<file path="config.mk">
export PLATFORM = sky130hd
export DESIGN_NAME = wdat_rd_port
export DESIGN_NICKNAME = d
export VERILOG_FILES = /design/src/rtl/wdat_pkg.sv /design/src/rtl/wdat_rd_decode.sv /design/src/rtl/wdat_hold.sv /design/src/rtl/wdat_rd_mux.sv /design/src/rtl/wdat_rd_port.sv
export SDC_FILE = /design/constraint.sdc
export NUM_CORES = 1
export LEC_CHECK = 0
export BUFFER_PORTS_ARGS = -buffer_cell sky130_fd_sc_hd__buf_4
export CAP_MARGIN = 5
export CORE_AREA = 10 10 69 71
export CTS_CLUSTER_SIZE = 20
export DETAILED_ROUTE_END_ITERATION = 10
export DIE_AREA = 0 0 79 81
export PLACE_DENSITY = 0.75
export SYNTH_ARGS = -nofsm -noshare
export SYNTH_HDL_FRONTEND = slang
export SYNTH_HIERARCHICAL = 1
export SYNTH_SLANG_ARGS = --single-unit
</file>
<file path="constraint.sdc">
create_clock -name clk -period 1.9 [get_ports clk]
set_input_delay 0.095 -clock clk [delete_from_list [all_inputs] [get_ports clk]]
set_output_delay 0.095 -clock clk [all_outputs]
set_load 0.02 [all_outputs]
</file>
<file path="src/rtl/wdat_pkg.sv">
package wdat_pkg;

    // Which register a read strobe selects in the current cycle
    typedef enum logic [1:0] {
        SEL_NONE = 2'd0,
        SEL_STAT = 2'd1,
        SEL_HI   = 2'd2,
        SEL_LO   = 2'd3
    } rd_sel_e;

    // Flags visible in the status register
    typedef struct packed {
        logic warn;
        logic ready;
    } wdat_stat_t;

    // Progress of the host through the current word
    typedef struct packed {
        logic hi_seen;
        logic lo_seen;
    } wdat_prog_t;

    // Transfer is finished when both halves are covered by history or this cycle
    function automatic logic xfer_done(wdat_prog_t p, rd_sel_e s);
        return (p.hi_seen || s == SEL_HI) && (p.lo_seen || s == SEL_LO);
    endfunction

endpackage

</file>
<file path="src/rtl/wdat_rd_decode.sv">
module wdat_rd_decode
    import wdat_pkg::*;
#(
    parameter int ADDR_W    = 4,
    parameter int ADDR_STAT = 0,
    parameter int ADDR_HI   = 1,
    parameter int ADDR_LO   = 2
) (
    input  logic              rd_en,
    input  logic [ADDR_W-1:0] rd_addr,
    output rd_sel_e           sel
);
    localparam logic [ADDR_W-1:0] A_STAT = ADDR_W'(ADDR_STAT);
    localparam logic [ADDR_W-1:0] A_HI   = ADDR_W'(ADDR_HI);
    localparam logic [ADDR_W-1:0] A_LO   = ADDR_W'(ADDR_LO);

    always_comb begin
        sel = SEL_NONE;
        if (rd_en) begin
            if (rd_addr == A_STAT)    sel = SEL_STAT;
            else if (rd_addr == A_HI) sel = SEL_HI;
            else if (rd_addr == A_LO) sel = SEL_LO;
        end
    end
endmodule

</file>
<file path="src/rtl/wdat_hold.sv">
module wdat_hold
    import wdat_pkg::*;
#(
    parameter int WORD_W = 24
) (
    input  logic              clk,
    input  logic              rst,
    input  logic              word_vld,
    input  logic [WORD_W-1:0] word_in,
    input  rd_sel_e           sel,
    output logic [WORD_W-1:0] hold_q,
    output wdat_stat_t        stat_q
);
    wdat_prog_t prog_q;
    logic       done_now;
    logic       overrun;

    assign done_now = stat_q.ready && xfer_done(prog_q, sel);
    assign overrun  = word_vld && stat_q.ready && !done_now;

    always_ff @(posedge clk) begin
        if (rst) begin
            hold_q <= '0;
            stat_q <= '0;
            prog_q <= '0;
        end else begin
            // warning: a fresh overrun wins over a clearing status read
            if (overrun)              stat_q.warn <= 1'b1;
            else if (sel == SEL_STAT) stat_q.warn <= 1'b0;

            if (word_vld) begin
                hold_q       <= word_in;
                stat_q.ready <= 1'b1;
                prog_q       <= '0;
            end else if (stat_q.ready) begin
                if (done_now) begin
                    stat_q.ready <= 1'b0;
                    prog_q       <= '0;
                end else begin
                    if (sel == SEL_HI) prog_q.hi_seen <= 1'b1;
                    if (sel == SEL_LO) prog_q.lo_seen <= 1'b1;
                end
            end
        end
    end
endmodule

</file>
<file path="src/rtl/wdat_rd_mux.sv">
module wdat_rd_mux
    import wdat_pkg::*;
#(
    parameter int WORD_W = 24,
    parameter int LO_W   = 8,
    parameter int RD_W   = 16
) (
    input  logic              clk,
    input  logic              rst,
    input  rd_sel_e           sel,
    input  logic [WORD_W-1:0] hold_q,
    input  wdat_stat_t        stat_q,
    output logic [RD_W-1:0]   rd_data
);
    localparam int HI_W = WORD_W - LO_W;

    logic [RD_W-1:0] nxt;

    always_comb begin
        case (sel)
            SEL_STAT: nxt = RD_W'(stat_q);
            SEL_HI:   nxt = RD_W'(hold_q[WORD_W-1:LO_W]);
            SEL_LO:   nxt = RD_W'(hold_q[LO_W-1:0]);
            default:  nxt = '0;
        endcase
    end

    always_ff @(posedge clk) begin
        if (rst) rd_data <= '0;
        else     rd_data <= nxt;
    end

    // The upper part must fit in one read word
    if (HI_W > RD_W) begin : g_bad_width
        initial $error("upper word part wider than read bus");
    end
endmodule

</file>
<file path="src/rtl/wdat_rd_port.sv">
module wdat_rd_port
    import wdat_pkg::*;
#(
    parameter int WORD_W    = 24,
    parameter int LO_W      = 8,
    parameter int RD_W      = 16,
    parameter int ADDR_W    = 4,
    parameter int ADDR_STAT = 0,
    parameter int ADDR_HI   = 1,
    parameter int ADDR_LO   = 2
) (
    input  logic              clk,
    input  logic              rst,
    input  logic              word_vld,
    input  logic [WORD_W-1:0] word_in,
    input  logic              rd_en,
    input  logic [ADDR_W-1:0] rd_addr,
    output logic [RD_W-1:0]   rd_data
);
    rd_sel_e           sel;
    logic [WORD_W-1:0] hold_q;
    wdat_stat_t        stat_q;
    logic              ready_q;
    logic              warn_q;

    assign ready_q = stat_q.ready;
    assign warn_q  = stat_q.warn;

    wdat_rd_decode #(
        .ADDR_W(ADDR_W), .ADDR_STAT(ADDR_STAT), .ADDR_HI(ADDR_HI), .ADDR_LO(ADDR_LO)
    ) u_decode (
        .rd_en(rd_en), .rd_addr(rd_addr), .sel(sel)
    );

    wdat_hold #(.WORD_W(WORD_W)) u_hold (
        .clk(clk), .rst(rst), .word_vld(word_vld), .word_in(word_in),
        .sel(sel), .hold_q(hold_q), .stat_q(stat_q)
    );

    wdat_rd_mux #(.WORD_W(WORD_W), .LO_W(LO_W), .RD_W(RD_W)) u_mux (
        .clk(clk), .rst(rst), .sel(sel), .hold_q(hold_q),
        .stat_q(stat_q), .rd_data(rd_data)
    );
endmodule

</file>
# Word level (Yosys, flattened, before mapping)
# Index checks and enable logic that the tools add are counted.
[totals]
elab_cells = 38
ff_bits = 44
out_inout_bits = 16
[classes]
muxes = 13
reduce_logical = 14
n_eq_ne = 5
[ops]
columns = ["cell", "count"]
rows = [
  ["$pmux 16 s3", 1],
  ["$mux 2", 5],
  ["$mux 1", 7],
  ["$reduce_bool 2->1", 3],
  ["$eq 2x2->1 const B", 2],
  ["$eq 4x1->1 const B", 1],
  ["$eq 4x2->1 const B", 1],
  ["$logic_and 1x1->1", 4],
  ["$logic_not 4->1", 1],
  ["$reduce_and 2->1", 2],
  ["$eq 2x1->1 const B", 1],
  ["$logic_or 1x1->1", 2],
  ["$reduce_or 2->1", 1],
  ["$logic_not 1->1", 1],
]

# Depth between registers and ports, before layout
[depth]
ltp_word = 12
depth_mapped = 5
depth_no_buf = 5

# Cells and area by module
# The synthesis kept the hierarchy.
[modules_own_cells]
columns = ["mod", "seq_area_each_um2", "cells_each", "area_per_inst_um2", "instances"]
rows = [
  ["wdat_hold", 560.5, 101, 1082.3, 1],
  ["wdat_rd_mux", 320.3, 46, 545.5, 1],
  ["wdat_rd_decode", 0.0, 4, 25.0, 1],
]

# Worst setup path after synthesis
# Ideal clock, no wire load.
[synth_timing]
kind = "input-to-reg"
from = "input port rd_addr[3]"
to = "register u_hold/prog_q[1] (netlist bit)"
setup_ps = 119
setup_slack_ps = 432
t_arrival_ps = 1349
required_ps = 1781
stages = 5
cell_sequence = "or3b_1 nor2_1 and4bb_1 nor3_1 nor3_2"
[synth_between]
elab_chain_len = 11
elab_cells_between_ends = 16
cone_classes = "eq/ne: 4; mux: 5; reduce/logical: 7"
[synth_rtl]
columns = ["item", "line_no", "rtl"]
rows = [
  ["start: declaration", "wdat_rd_port.sv:17", "input logic [ADDR_W-1:0] rd_addr,"],
  ["$eq 4x2->1", "wdat_rd_decode.sv:22", "else if (rd_addr == A_LO) sel = SEL_LO;"],
  ["$mux 2", "wdat_rd_decode.sv:22", ""],
  ["$mux 2", "wdat_rd_decode.sv:21", "else if (rd_addr == A_HI) sel = SEL_HI;"],
  ["$mux 2 *", "wdat_rd_decode.sv:20", "if (rd_addr == A_STAT) sel = SEL_STAT;"],
  ["$mux 2 *", "wdat_rd_decode.sv:19", "if (rd_en) begin"],
  ["named net sel[0]", "wdat_rd_port.sv:20", "rd_sel_e sel;"],
  ["$eq 2x2->1 (on tied branches)", "wdat_pkg.sv:25, wdat_hold.sv:40", ""],
  ["$logic_or 1x1->1", "wdat_pkg.sv:25", "return (p.hi_seen || s == SEL_HI) && (p.lo_seen || s == SEL_LO);"],
  ["$logic_and 1x1->1", "wdat_pkg.sv:25", ""],
  ["$logic_and 1x1->1", "wdat_hold.sv:18", "assign done_now = stat_q.ready && xfer_done(prog_q, sel);"],
  ["$reduce_bool 2->1 (no line)", "-", ""],
  ["$reduce_and 2->1 (no line)", "-", ""],
  ["end: declaration", "wdat_hold.sv:14", "wdat_prog_t prog_q;"],
]
# Mark *: on every way through the listed nets, which the timed path passes. The rest lies on a longest branch.
# A chain may end at the register's enable or synchronous reset.

# Worst setup path after layout
[layout_timing]
from = "input port rd_addr[3]"
to = "register, netlist name u_hold/stat_q[0]"
[layout_between]
elab_chain_len = 12
elab_cells_between_ends = 16
cone_classes = "eq/ne: 4; mux: 7; reduce/logical: 5"
[layout_rtl]
columns = ["item", "line_no", "rtl"]
rows = [
  ["$eq 4x2->1", "wdat_rd_decode.sv:22", ""],
  ["$mux 2", "wdat_rd_decode.sv:22", ""],
  ["$mux 2", "wdat_rd_decode.sv:21", ""],
  ["$mux 2 *", "wdat_rd_decode.sv:20", ""],
  ["$mux 2 *", "wdat_rd_decode.sv:19", ""],
  ["named net sel[0]", "wdat_rd_port.sv:20", ""],
  ["$eq 2x2->1", "wdat_pkg.sv:25", ""],
  ["$logic_or 1x1->1", "wdat_pkg.sv:25", ""],
  ["$logic_and 1x1->1 *", "wdat_pkg.sv:25", ""],
  ["$logic_and 1x1->1 *", "wdat_hold.sv:18", ""],
  ["$mux 1 *", "wdat_hold.sv:36", "if (done_now) begin"],
  ["$mux 1 *", "wdat_hold.sv:35", "end else if (stat_q.ready) begin"],
  ["$mux 1 *", "wdat_hold.sv:31", "if (word_vld) begin"],
]
# Marks and branches as above.

==> impl_metrics.yaml <==
clock_network:
  post-cts-setup-buffers: 0
  cts_tree: "built"
  clk_pin_slew_ps: 120
  cts_buffer_depth: 2
  clock-sinks: 44
  cts_root_buf: "clkbuf_4"
  cts_buffers: 5
  cts_max_level: 2
  clk_latency_ps: 340
sta:
  finalSetupTns_ps: 0
  clock_skew_ps: 6.251
  maxSlewHeadroom_pct: 69.03
  setup_violations: 0
  drv_slew: 0
  rsz0062_at_grt: "false"
  period_share_pct: 59.56
  hold_viol: 0
  max_freq_ghz: 0.8837
  worstMarginPinSlew_ps: 464.6
  period_needed_ps: 1132
setup_path:
  endpoint_kind: "flip-flop"
  arrival_ps: 1400
  rr_worst_depth: 3
  cp.required_ps: 2170
  worstSetupStartpointType: "primary input"
  worstPathMaxFanout: 15
  worstSetupPathType: "primary input to flip-flop"
routing:
  drtPass1Iterations: 4
  ant_nets: 0
  vias_per_cell: 4.763
  drt_iter0_drc: 63
  wl_per_cell_um: 14.05
  vias: 1286
  wirelength_mm: 3.793
  drc: 0
power:
  leakagePower_nw: 1.026
  peakVddDrop_uv: 419.7
  p_per_area_mw_per_mm2: 723.2
min_path:
  min_path_type: "primary input to flip-flop"
  worstHoldPathCells: 3
synth:
  synth_edf_count: 0
  seq_area_frac_synth_pct: 53.29
  syn-cell-area_mm2: 0.001653
  synth_nets: 183
  yosysUniqueCellTypes: 28
  ys.flop_type: "dfxtp_1"
  synth.avg_cell_area_um2: 10.95
  synthArstFlopShare_pct: 0
  synth_warnings: 6
  synthCells: 151
  ys_ff_latch: 44
grt:
  top_usage_layer: "met2"
  grt_max_degree: 35
  grt_overflow: 0
  grt_use_total_pct: 12.27
  grtUsageMet2_pct: 21.29
  met1_usage_pct: 13.10
  grt_pass1_vias: 1423
  grt_antenna_before_repair: 0
  grt_pass1_wl_mm: 6.320
  met3_usage_pct: 4.636
placement:
  hpwl_mm: 2.644
  gp_congestion: 0.7487
  io_buffers: 47
  placed_cell_area_mm2: 0.001994
floorplan:
  ios: 48
  initial_core_util_pct: 46.91
  die-area_mm2: 0.006399
  rows: 22
  dieWidth_um: 79
  die-height_um: 81
  fp.coreArea_mm2: 0.003523
final_layout:
  nFillCells: 313
  drive_gt1_share_pct: 26.13
  final_nets: 254
  final_area_mm2: 0.002290
  antenna_cells: 0
  area_growth_pct: 38.53
status:
  status: "complete, no violations"
job:
  cap_violations: 0
-- cells in the mapped netlist (2+ instances only) --
library cell / instances / area share, %
buf_12: 2 / 2.4
o22ai_1: 2 / 0.76
clkbuf_1: 2 / 0.45
and2_1: 8 / 3.0
mux2i_1: 32 / 19
buf_6: 3 / 2.0
a211oi_1: 2 / 0.91
nor2_1: 32 / 7.3
o21ai_0: 2 / 0.61
dfxtp_1: 44 / 53
nor3_1: 2 / 0.61
a21oi_1: 3 / 0.91
inv_1: 2 / 0.45
-- area by class of cell --
class,count,area [µm²],share of cell area [%]
clock buffer,7,65.06,2.842
inverter,2,7.507,0.3279
multi-input combinational,97,678.2,29.62
sequential,44,880.8,38.47
tap,48,60.06,2.623
timing repair buffer,72,598.1,26.12
-- registers in the layout (all words and copies together), names as in the netlist --
register	flops
u_mux/rd_data	16
u_hold/hold_q	24
u_hold/stat_q	2
u_hold/prog_q	2
-- metrics by stage --
stage	power, mW	worst slack, ps	cells	utilization, %	hold WS, ps
CTS	1.669	772.1	268	64.42	4.153
floorplan	1.099	432.4	151	-	167.8
global route	1.745	663.1	270	64.99	21.53
global placement	1.153	481.2	240	56.61	328.1
finish	1.656	768.4	270	64.99	18.49
detailed placement	1.164	410.7	240	56.61	339.8
-- placed cells by master, fill, tap and decap left out, drive strengths merged --
cell / synthesis / layout
buf: 6 / 49
dfxtp: 44 / 44
nor2: 32 / 32
mux2i: 32 / 32
dlygate4sd3: 0 / 23
and2: 8 / 8
clkbuf: 2 / 7
a21oi: 3 / 3
nor3: 3 / 3
inv: 2 / 2
o21ai: 2 / 2
o22ai: 2 / 2
a211oi: 2 / 2
nor3b: 2 / 2
or3b: 1 / 1
xnor2: 1 / 1
nor2b: 1 / 1
o21a: 1 / 1
nand3: 1 / 1
nand4b: 1 / 1
nand3b: 1 / 1
and4bb: 1 / 1
and2b: 1 / 1
and4b: 1 / 1
nand2b: 1 / 1
-- cells by family (layout without fill, tap and decap cells) --
kind of cell,after synthesis,count (layout),share of synthesized area [%]
AO/OA/AOI/OAI,10,10,3.633
XOR/XNOR,1,1,0.5300
buffers and inverters,10,81,5.678
flip-flops,44,44,53.29
multiplexers,32,32,19.38
AND/OR/NAND/NOR,54,54,17.49
-- critical path, cell delays in order --
cell	delay (ps)
buf_4	100
or3b_1	390
nor2_1	130
buf_4	260
nor2b_1	80
o21a_1	190
o22ai_1	150
-- path summary, 6_finish.rpt --
kind | start | slack [ps] | to
setup / recovery | rd_addr[3] | 770 | u_hold/stat_q[0]
hold / removal | word_in[2] | 20 | u_hold/hold_q[2]
setup reg to reg | u_hold/stat_q[0] | 870 | u_hold/prog_q[1]
hold reg to reg | u_hold/hold_q[18] | 460 | u_mux/rd_data[10]
-- per-layer routing --
layer  part of all wire, %  vias up  routed length (µm)
li1                      -      648                   -
met1                    42      588                1597
met2                    50       41                1900
met3                   6.1        9                 232
met4                   1.6        0                  62
met5                     0        -                   0
-- where the power goes --
part / internal [mW] / switching [mW]
Combinational: 0.121 / 0.0797
Clock: 0.210 / 0.266
Sequential: 0.959 / 0.0205
Total: 1.29 / 0.366
-- repair_timing --
item,4_1_cts,5_1_grt
resized for setup,0,0
hold buffers,21,2
endpoints found under the hold margin,21,2
Power figures use the tool's default switching activity.
